## src/rtl/dic_pkg.sv

```systemverilog
package dic_pkg;
  localparam int INSN_W   = 32;
  localparam int REG_W    = 6;
  localparam int LOW_W    = 4;
  localparam int NUM_CAND = 3;
  localparam int NUM_HIT  = NUM_CAND * NUM_CAND;
  localparam int BLK_W    = 3;

  typedef enum logic [BLK_W-1:0] {
    BLK_SHORT = 3'd0,
    BLK_3R    = 3'd1,
    BLK_1R    = 3'd2,
    BLK_2R    = 3'd3,
    BLK_IMM   = 3'd4,
    BLK_UNK   = 3'd5
  } blk_e;

  typedef struct packed {
    blk_e                            blk;
    logic [REG_W-1:0]                dst;
    logic [REG_W-1:0]                src0;
    logic [REG_W-1:0]                src1;
    logic                            dst_en;
    logic                            src0_en;
    logic                            src1_en;
    logic [NUM_CAND-1:0][LOW_W-1:0]  cand;
  } dec_t;
endpackage

```

## src/rtl/dic_decode.sv

```systemverilog
module dic_decode
  import dic_pkg::*;
(
  input  logic [INSN_W-1:0] insn_i,
  output dec_t              dec_o
);
  logic             wide;
  logic             is_one_reg;
  logic [REG_W-1:0] fld_p, fld_q, fld_s, fld_imm;

  assign wide       = (insn_i[31:29] == 3'b111);
  assign is_one_reg = (insn_i[15:12] == 4'b0011) && (insn_i[3:0] == 4'b0000);
  // high bit stored inverted in the prefix field
  assign fld_p   = {~insn_i[31], insn_i[10], insn_i[23:20]};
  assign fld_q   = {~insn_i[30], insn_i[9],  insn_i[19:16]};
  assign fld_s   = {~insn_i[29], insn_i[8],  insn_i[7:4]};
  assign fld_imm = {~insn_i[31], insn_i[20], insn_i[19:16]};

  always_comb begin
    dec_o      = '0;
    dec_o.blk  = BLK_SHORT;
    dec_o.cand = {insn_i[7:4], insn_i[19:16], insn_i[23:20]};
    if (wide) begin
      if (!insn_i[27] && insn_i[25:24] == 2'b00) begin
        if (is_one_reg) begin
          dec_o.blk    = BLK_1R;
          dec_o.dst    = fld_s;
          dec_o.dst_en = 1'b1;
        end else begin
          dec_o.blk     = BLK_3R;
          dec_o.dst     = fld_p;
          dec_o.src0    = fld_q;
          dec_o.src1    = fld_s;
          dec_o.dst_en  = 1'b1;
          dec_o.src0_en = 1'b1;
          dec_o.src1_en = 1'b1;
        end
      end else if (!insn_i[27]) begin
        dec_o.blk     = BLK_2R;
        dec_o.dst     = fld_p;
        dec_o.src0    = fld_q;
        dec_o.dst_en  = 1'b1;
        dec_o.src0_en = 1'b1;
      end else if (insn_i[25:24] == 2'b00) begin
        dec_o.blk    = BLK_IMM;
        dec_o.dst    = fld_imm;
        dec_o.dst_en = 1'b1;
      end else begin
        dec_o.blk = BLK_UNK;
      end
    end
  end
endmodule

```

## src/rtl/dic_compare.sv

```systemverilog
module dic_compare
  import dic_pkg::*;
(
  input  dec_t dec_a_i,
  input  dec_t dec_b_i,
  output logic pair_ok_o
);
  logic [NUM_HIT-1:0] loose_hit;
  logic               exact_hit;
  logic               use_loose;
  logic               both_wide;

  for (genvar i = 0; i < NUM_CAND; i++) begin : g_a
    for (genvar j = 0; j < NUM_CAND; j++) begin : g_b
      assign loose_hit[i*NUM_CAND+j] = (dec_a_i.cand[i] == dec_b_i.cand[j]);
    end
  end

  assign exact_hit = dec_a_i.dst_en &&
                     ((dec_b_i.dst_en  && dec_b_i.dst  == dec_a_i.dst) ||
                      (dec_b_i.src0_en && dec_b_i.src0 == dec_a_i.dst) ||
                      (dec_b_i.src1_en && dec_b_i.src1 == dec_a_i.dst));

  assign use_loose = (dec_a_i.blk == BLK_UNK) || (dec_b_i.blk == BLK_UNK);
  assign both_wide = (dec_a_i.blk != BLK_SHORT) && (dec_b_i.blk != BLK_SHORT);
  assign pair_ok_o = both_wide && !(use_loose ? (|loose_hit) : exact_hit);
endmodule

```

## src/rtl/dic_pair_check.sv

```systemverilog
module dic_pair_check
  import dic_pkg::*;
(
  input  logic              clk_i,
  input  logic              rst_ni,
  input  logic [INSN_W-1:0] insn_a_i,
  input  logic [INSN_W-1:0] insn_b_i,
  output logic              pair_ok_o,
  output logic [BLK_W-1:0]  blk_a_o,
  output logic [BLK_W-1:0]  blk_b_o,
  output logic [REG_W-1:0]  dst_a_o
);
  localparam int NUM_SLOT = 2;

  logic [NUM_SLOT-1:0][INSN_W-1:0] insn;
  dec_t                            dec [NUM_SLOT];
  logic                            pair_ok_d;

  assign insn[0] = insn_a_i;
  assign insn[1] = insn_b_i;

  for (genvar s = 0; s < NUM_SLOT; s++) begin : g_dec
    dic_decode u_decode (
      .insn_i (insn[s]),
      .dec_o  (dec[s])
    );
  end

  dic_compare u_compare (
    .dec_a_i   (dec[0]),
    .dec_b_i   (dec[1]),
    .pair_ok_o (pair_ok_d)
  );

  always_ff @(posedge clk_i or negedge rst_ni) begin
    if (!rst_ni) begin
      pair_ok_o <= 1'b0;
      blk_a_o   <= '0;
      blk_b_o   <= '0;
      dst_a_o   <= '0;
    end else begin
      pair_ok_o <= pair_ok_d;
      blk_a_o   <= dec[0].blk;
      blk_b_o   <= dec[1].blk;
      dst_a_o   <= dec[0].dst;
    end
  end
endmodule

```

## config.mk

```make
export PLATFORM = sky130hd
export DESIGN_NAME = dic_pair_check
export DESIGN_NICKNAME = d
export VERILOG_FILES = /design/src/rtl/dic_pkg.sv /design/src/rtl/dic_decode.sv /design/src/rtl/dic_compare.sv /design/src/rtl/dic_pair_check.sv
export SDC_FILE = /design/constraint.sdc
export NUM_CORES = 1
export LEC_CHECK = 0
export BUFFER_PORTS_ARGS = -buffer_cell sky130_fd_sc_hd__buf_4
export CORE_MARGIN = 2
export CORE_UTILIZATION = 42
export DETAILED_ROUTE_END_ITERATION = 8
export PLACE_DENSITY = 0.76
export SYNTH_ARGS = -nofsm -noshare
export SYNTH_HDL_FRONTEND = slang
export SYNTH_SLANG_ARGS = --single-unit
```

## constraint.sdc

```tcl
create_clock -name clk_i -period 0.8 [get_ports clk_i]
set_input_delay 0.08 -clock clk_i [delete_from_list [all_inputs] [get_ports clk_i]]
set_output_delay 0.08 -clock clk_i [all_outputs]
set_load 0.02 [all_outputs]
```

Word level (Yosys, flattened, before mapping)

Cells that the tools add are included.

Equality and inequality tests: 18
Multiplexer cells: 31
Bitwise gates (word level): 6
Reduce and logical (&&, ||, !) cells: 23

Operators with widths:

| kind                                                 | count |
|---|---|
| two-way mux 24 bit                                   | 2 |
| equality test 4 bit                                  | 9 |
| two-way mux 6 bit                                    | 6 |
| two-way mux 15 bit                                   | 2 |
| two-way mux 12 bit                                   | 2 |
| equality test 6 bit                                  | 3 |
| two-way mux 9 bit                                    | 2 |
| two-way mux 8 bit                                    | 2 |
| equality test 3 bit (second input constant)          | 4 |
| two-way mux 1 bit                                    | 11 |
| logical AND 1 bit                                    | 10 |
| OR reduction 9 bit                                   | 1 |
| equality test 4 x 2 -> 1 bit (second input constant) | 2 |
| logical NOT 4 bit                                    | 2 |
| two-way mux 2 bit                                    | 4 |
| inverter 1 bit                                       | 6 |
| nonzero test 3 bit                                   | 2 |
| logical NOT 2 bit                                    | 2 |
| logical NOT 1 bit                                    | 3 |
| logical OR 1 bit                                     | 3 |

Flip-flop bits (word level): 13
Bits of input ports: 66
Output and inout bits: 13
Logic and storage cells: 82

Longest topological paths before layout

Depth in word-level cells: 13
Depth in mapped cells: 9
Gate-level depth less buffers: 8

By module

Synthesis repeated with hierarchy kept, for this count alone.

Cells, all modules: 228
Area, all modules: 1998.2 µm²

Modules (own cells, without submodules):

| module         | instances | cells an instance | area each (µm²) | sequential area each (µm²) |
|---|---|---|---|---|
| dic_decode     | 2         | 68                | 520.5           | 0.0 |
| dic_compare    | 1         | 79                | 631.9           | 0.0 |
| dic_pair_check | 1         | 13                | 325.3           | 325.3 |

Least setup slack after synthesis

Ideal clock, no wire load.

Path kind: input to register
Start point: input insn_a_i[1]
End point: register pair_ok_o
Setup time: 0.126 ns
Arrival time: 1.743 ns
Data required time: 0.674 ns
Setup slack: -1.069 ns
Stages on the path: 8
Buffers on the path: 0
Cells stage by stage: nor4_4 -> nand2_1 -> mux2_2 -> o21a_1 -> a2111oi_0 -> and4_1 -> o221ai_1 -> o311a_1

Word-level cells in the longest chain between the ends: 13
Elaborated cells on any way between the ends: 21
Classes of those cells: 4 x eq/ne; 4 x mux; 13 x reduce/logical

Ends and longest elaborated chain:

| element                                | RTL line                             | text |
|---|---|---|
| start: declaration                     | dic_pair_check.sv:6                  | `input logic [INSN_W-1:0] insn_a_i,` |
| logical NOT 4 bit *                    | dic_decode.sv:12                     | `assign is_one_reg = (insn_i[15:12] == 4'b0011) && (insn_i[3:0] == 4'b0000);` |
| logical AND 1 bit *                    | dic_decode.sv:12                     |  |
| two-way mux 8 bit *                    | dic_decode.sv:25                     | `if (is_one_reg) begin` |
| two-way mux 15 bit *                   | dic_decode.sv:24                     | `if (!insn_i[27] && insn_i[25:24] == 2'b00) begin` |
| two-way mux 24 bit *                   | dic_decode.sv:23                     | `if (wide) begin` |
| equality test 6 bit (on tied branches) | dic_compare.sv:20, dic_compare.sv:21 |  |
| logical AND 1 bit (on tied branches)   | dic_compare.sv:20, dic_compare.sv:21 |  |
| logical OR 1 bit                       | dic_compare.sv:20                    | `((dec_b_i.dst_en && dec_b_i.dst == dec_a_i.dst) \|\|` |
| logical OR 1 bit                       | dic_compare.sv:21                    | `(dec_b_i.src0_en && dec_b_i.src0 == dec_a_i.dst) \|\|` |
| logical AND 1 bit                      | dic_compare.sv:19                    | `assign exact_hit = dec_a_i.dst_en &&` |
| two-way mux 1 bit                      | dic_compare.sv:26                    | `assign pair_ok_o = both_wide && !(use_loose ? (\|loose_hit) : exact_hit);` |
| logical NOT 1 bit                      | dic_compare.sv:26                    |  |
| logical AND 1 bit *                    | dic_compare.sv:26                    |  |
| via pair_ok_d                          | dic_pair_check.sv:17                 | `logic pair_ok_d;` |
| end signal: assignment                 | dic_pair_check.sv:42                 | `pair_ok_o <= pair_ok_d;` |
| end: declaration                       | dic_pair_check.sv:8                  | `output logic pair_ok_o,` |

Mark *: on every way through the listed nets, which the timed path passes. The rest lies on a longest branch.

Final worst setup path

Start point: input insn_a_i[13]
End point: register pair_ok_o

Word-level cells in the longest chain between the ends: 13
Elaborated cells on any way between the ends: 21
Classes of those cells: 5 x eq/ne; 4 x mux; 12 x reduce/logical

Ends and longest elaborated chain:

| element                                | RTL line |
|---|---|
| equality test 4 x 2 -> 1 bit *         | dic_decode.sv:12 |
| logical AND 1 bit *                    | dic_decode.sv:12 |
| two-way mux 8 bit *                    | dic_decode.sv:25 |
| two-way mux 15 bit *                   | dic_decode.sv:24 |
| two-way mux 24 bit *                   | dic_decode.sv:23 |
| equality test 6 bit (on tied branches) | dic_compare.sv:20, dic_compare.sv:21 |
| logical AND 1 bit (on tied branches)   | dic_compare.sv:20, dic_compare.sv:21 |
| logical OR 1 bit                       | dic_compare.sv:20 |
| logical OR 1 bit                       | dic_compare.sv:21 |
| logical AND 1 bit                      | dic_compare.sv:19 |
| two-way mux 1 bit                      | dic_compare.sv:26 |
| logical NOT 1 bit                      | dic_compare.sv:26 |
| logical AND 1 bit *                    | dic_compare.sv:26 |
| via pair_ok_d                          | dic_pair_check.sv:17 |

Marks and branches as above.

==> summary.log <==
[run_status] run status complete, but fails checks
[run_status] violations in the final reports negative setup slack
[pwr] Static Leak 0.001369 µW
[logic_synthesis] total nets after synthesis 263
[clocking] clock tree from TritonCTS yes
[setup_path] critical path arrival 2.07 ns
[logic_synthesis] fraction of registers with async set or reset after synthesis 100.0%
[setup_path] Worst path most repeated cell sky130_fd_sc_hd__buf_4
[global_route] global-route wire length before repair 9.556 mm
[detailed_routing] Met3 Routed Length 486 µm
[pwr] part of the total power dissipated in the clock network 23.3%
[clocking] TritonCTS buffer count 3
[flow_run] reported max-cap violation count 0
[detailed_routing] top metal layer carrying routed signals met4
[clocking] clock root buffer sky130_fd_sc_hd__clkbuf_8
[logic_synthesis] Synth Flop Type sky130_fd_sc_hd__dfrtp_1
[floorplan] floorplan row count 22
[floorplan] width of the die 64.78 µm
[clocking] H-tree depth 1
[global_route] via count of the first global-routing pass 2053
[layout] final design area excluding fillers 2959 µm²
[floorplan] Vert. Die Dim 64.78 µm
[floorplan] initial core utilization 43.03%
[floorplan] Boundary Pins 79
[layout] layout cells sized above 1 53.64%
[detailed_routing] TritonRoute pass-1 iters 6
[timing] share of the clock period used by the worst path 236.1%
[logic_synthesis] cell type contributing the most total cell area after synthesis sky130_fd_sc_hd__dfrtp_1
[place] half-perimeter wire length after detailed placement 4.440 mm
[timing] maximum clock frequency 529.5 MHz
[pwr] internal power component 1684 µW
[layout] area growth from synthesis to layout 90.73%
[timing] min Tclk post-route 1.889 ns
[pwr] Combinational Power Share 49.5%
[logic_synthesis] cell area after synthesis 1551 µm²
[min_path] kind of path behind the tightest hold check input port to register
[detailed_routing] final routed wire length divided by cell count 17.53 µm
[floorplan] Die Area 4196 µm²
[timing] Final TNS setup -3.795 ns
[pwr] VDD IR max 0.0005079 V
[timing] number of pins with negative max-slew slack in the final report 0
[setup_path] cell with the largest stage delay on the worst path sky130_fd_sc_hd__nor4_1
[timing] transition time at the pin with the least slew margin 0.7759 ns
[logic_synthesis] Yosys reg bits 13
[detailed_routing] met1 routed wirelength after detailed routing 2.488 mm
[setup_path] data required time at the worst endpoint 0.98 ns
[pwr] sequential share of power 27.2%
[logic_synthesis] synthesis warning total 0
[setup_path] Critical Path Fanout Max 5
[setup_path] delay contributed by the slowest stage of the critical path 0.67 ns
[layout] post-route insts no fill 378
[setup_path] chain of cells forming the critical path buf_4 -> and4bb_2 -> and2_4 -> buf_4 -> nor4_1 -> a2111oi_4 -> nand4_1 -> nor4_2 -> o221ai_1 -> o311a_1
[logic_synthesis] library cell with the highest instance count after synthesis sky130_fd_sc_hd__xor2_1
[setup_path] CP endpoint kind register
[detailed_routing] drt total wl 6.625 mm
[detailed_routing] number of DRC violations after detailed-routing iteration 0 221
[timing] total setup violations reported at the end of the flow 22
[logic_synthesis] count of flip-flops with a built-in enable after synthesis 0
[place] Final Wtd Congestion 0.9607
[pwr] switching power 835.4 µW
[place] post-placement cell area 2626 µm²
[pwr] total power density per cell area 851.6 nW/µm²
[detailed_routing] total length of routed met2 wires 3.380 mm
[clocking] clock-pin slew on the worst setup and hold paths 0.05 ns
[setup_path] Critical Path Start Type input port
[clocking] number of buffers between clock root and the deepest sink 2
[logic_synthesis] top cells by area in the synthesized netlist sky130_fd_sc_hd__dfrtp_1 (21%), sky130_fd_sc_hd__xor2_1 (18%), sky130_fd_sc_hd__xnor2_1 (7.3%), sky130_fd_sc_hd__nor4_1 (4.8%), sky130_fd_sc_hd__clkbuf_1 (4.1%)
[setup_path] WS Path Type input port to register
[setup_path] number of buffer and inverter stages on the critical path 2
[detailed_routing] Residual DRC 0
[detailed_routing] via count of the routed design 2135
[global_route] grt total ovfl 0
[logic_synthesis] post-synthesis instance total 197
[logic_synthesis] share of the synthesized area in the top cell type 20.97%
[place] placed insts 367
[timing] Worst Slack Setup Final -1.089 ns
[global_route] overall global routing resource usage 29.06%
[timing] relative slew slack 47.80%
[layout] final layout net count 397
[logic_synthesis] number of distinct standard cells referenced by the synthesized netlist 43
[global_route] initial antenna violation count 0
[timing] final count of hold timing violations 0
[global_route] largest net degree at the start of global routing 14
[pwr] Switching Share 33.15%
[layout] number of diodes 0
[detailed_routing] number of nets with antenna violations after detailed routing 0
[timing] unrepaired setup endpoints after global routing true
[clocking] total number of clock tree sinks 13
[place] number of port buffers 71
[logic_synthesis] most common library cells after synthesis sky130_fd_sc_hd__xor2_1 (32), sky130_fd_sc_hd__clkbuf_1 (17), sky130_fd_sc_hd__dfrtp_1 (13), sky130_fd_sc_hd__xnor2_1 (13)
[floorplan] core area 3606 µm²
[logic_synthesis] average footprint of a synthesized cell 7.876 µm²
[detailed_routing] via-per-instance ratio 5.648
[setup_path] cell family contributing the most delay on the critical path simple AND/OR/NAND/NOR gates
[timing] final hold slack 0.1625 ns
[logic_synthesis] fraction of the yosys area taken by sequential cells 20.97%
-- metal layers --
metal / global-route usage [%] / vias up
met5: 0 / -
met3: 3.125 / 35
met2: 52.45 / 142
met4: 10.11 / 0
met1: 35.47 / 977
li1: - / 981
-- final cells by class --
cell class	instances	area (µm²)
tap	48	60.06
clock buffer	4	45.04
timing repair buffer	147	1192
inverter	6	22.52
fill	217	646.9
sequential	13	325.3
multi-input combinational	160	1314
-- worst paths after layout --
| kind | startpoint | endpoint | slack, ns | cells past startpoint |
|---|---|---|---|---|
| setup / recovery | insn_a_i[13] | pair_ok_o | -1.09 | 10 |
| max in group asynchronous | rst_ni | dst_a_o[2] | 0.44 | 2 |
| min in group asynchronous | rst_ni | blk_a_o[2] | 0.21 | 2 |
| hold / removal | insn_b_i[31] | blk_b_o[2] | 0.16 | 3 |
-- power groups by stage --
stage / Combinational, µW / Clock [µW] / Sequential, µW
2_1_floorplan: 443 / 0 / 716
3_3_place_gp: 1060 / 0 / 691
3_5_place_dp: 1080 / 0 / 692
4_1_cts: 1170 / 569 / 685
5_1_grt: 1320 / 646 / 685
6_report: 1250 / 588 / 685
-- registers in the layout, indices dropped and copies added, names as in the netlist --
name and count:
dst_a_o 6, blk_a_o 3, blk_b_o 3, pair_ok_o 1
-- kinds of logic (layout without fill, tap and decap cells) --
kind of cell	after synthesis	in the layout	synth area share [%]
mux	4	4	2.742
buf+inv	24	157	6.290
simple gates	63	63	23.39
other cells	1	1	0.2417
xor+xnor	45	45	25.40
compound gates	47	47	20.97
flops	13	13	20.97
-- worst min-delay path: stages --
cell and delay (ns):
sky130_fd_sc_hd__buf_4 0.11, sky130_fd_sc_hd__nand4_1 0.12, sky130_fd_sc_hd__inv_1 0.05
-- metrics by stage --
step / power [µW] / setup slack [ns] / util, %
after floorplan: 1159 / -1.014 / -
after global placement: 1755 / -1.235 / 72.83
after detailed placement: 1777 / -1.293 / 72.83
after CTS: 2420 / -0.9621 / 79.67
after global routing: 2654 / -1.120 / 82.06
final: 2520 / -1.089 / 82.06
-- cells in the final DEF (no fill, tap or decap), types with 7 or more instances in the layout --
cell type                 netlist  final
sky130_fd_sc_hd__nor4_1        12     10
sky130_fd_sc_hd__o21ai_0        7      7
sky130_fd_sc_hd__nand2_1       10      8
sky130_fd_sc_hd__a21oi_1       12      8
sky130_fd_sc_hd__xor2_1        32     32
sky130_fd_sc_hd__xnor2_1       13     13
sky130_fd_sc_hd__buf_4          0    123
sky130_fd_sc_hd__o22ai_1        7      7
sky130_fd_sc_hd__dfrtp_1       13     13
sky130_fd_sc_hd__buf_6          1     23
-- timing repair --
action / 4_1_cts / 5_1_grt
buffers inserted: 7 / 4
resized for setup: 32 / 18
gates cloned: 0 / 0
hold endpoints to repair: 13 / 0
endpoints found under the setup margin: 22 / 23
hold buffers: 1 / 0
pin swaps: 10 / 9
No activity file was read; power rests on OpenSTA's default activity.
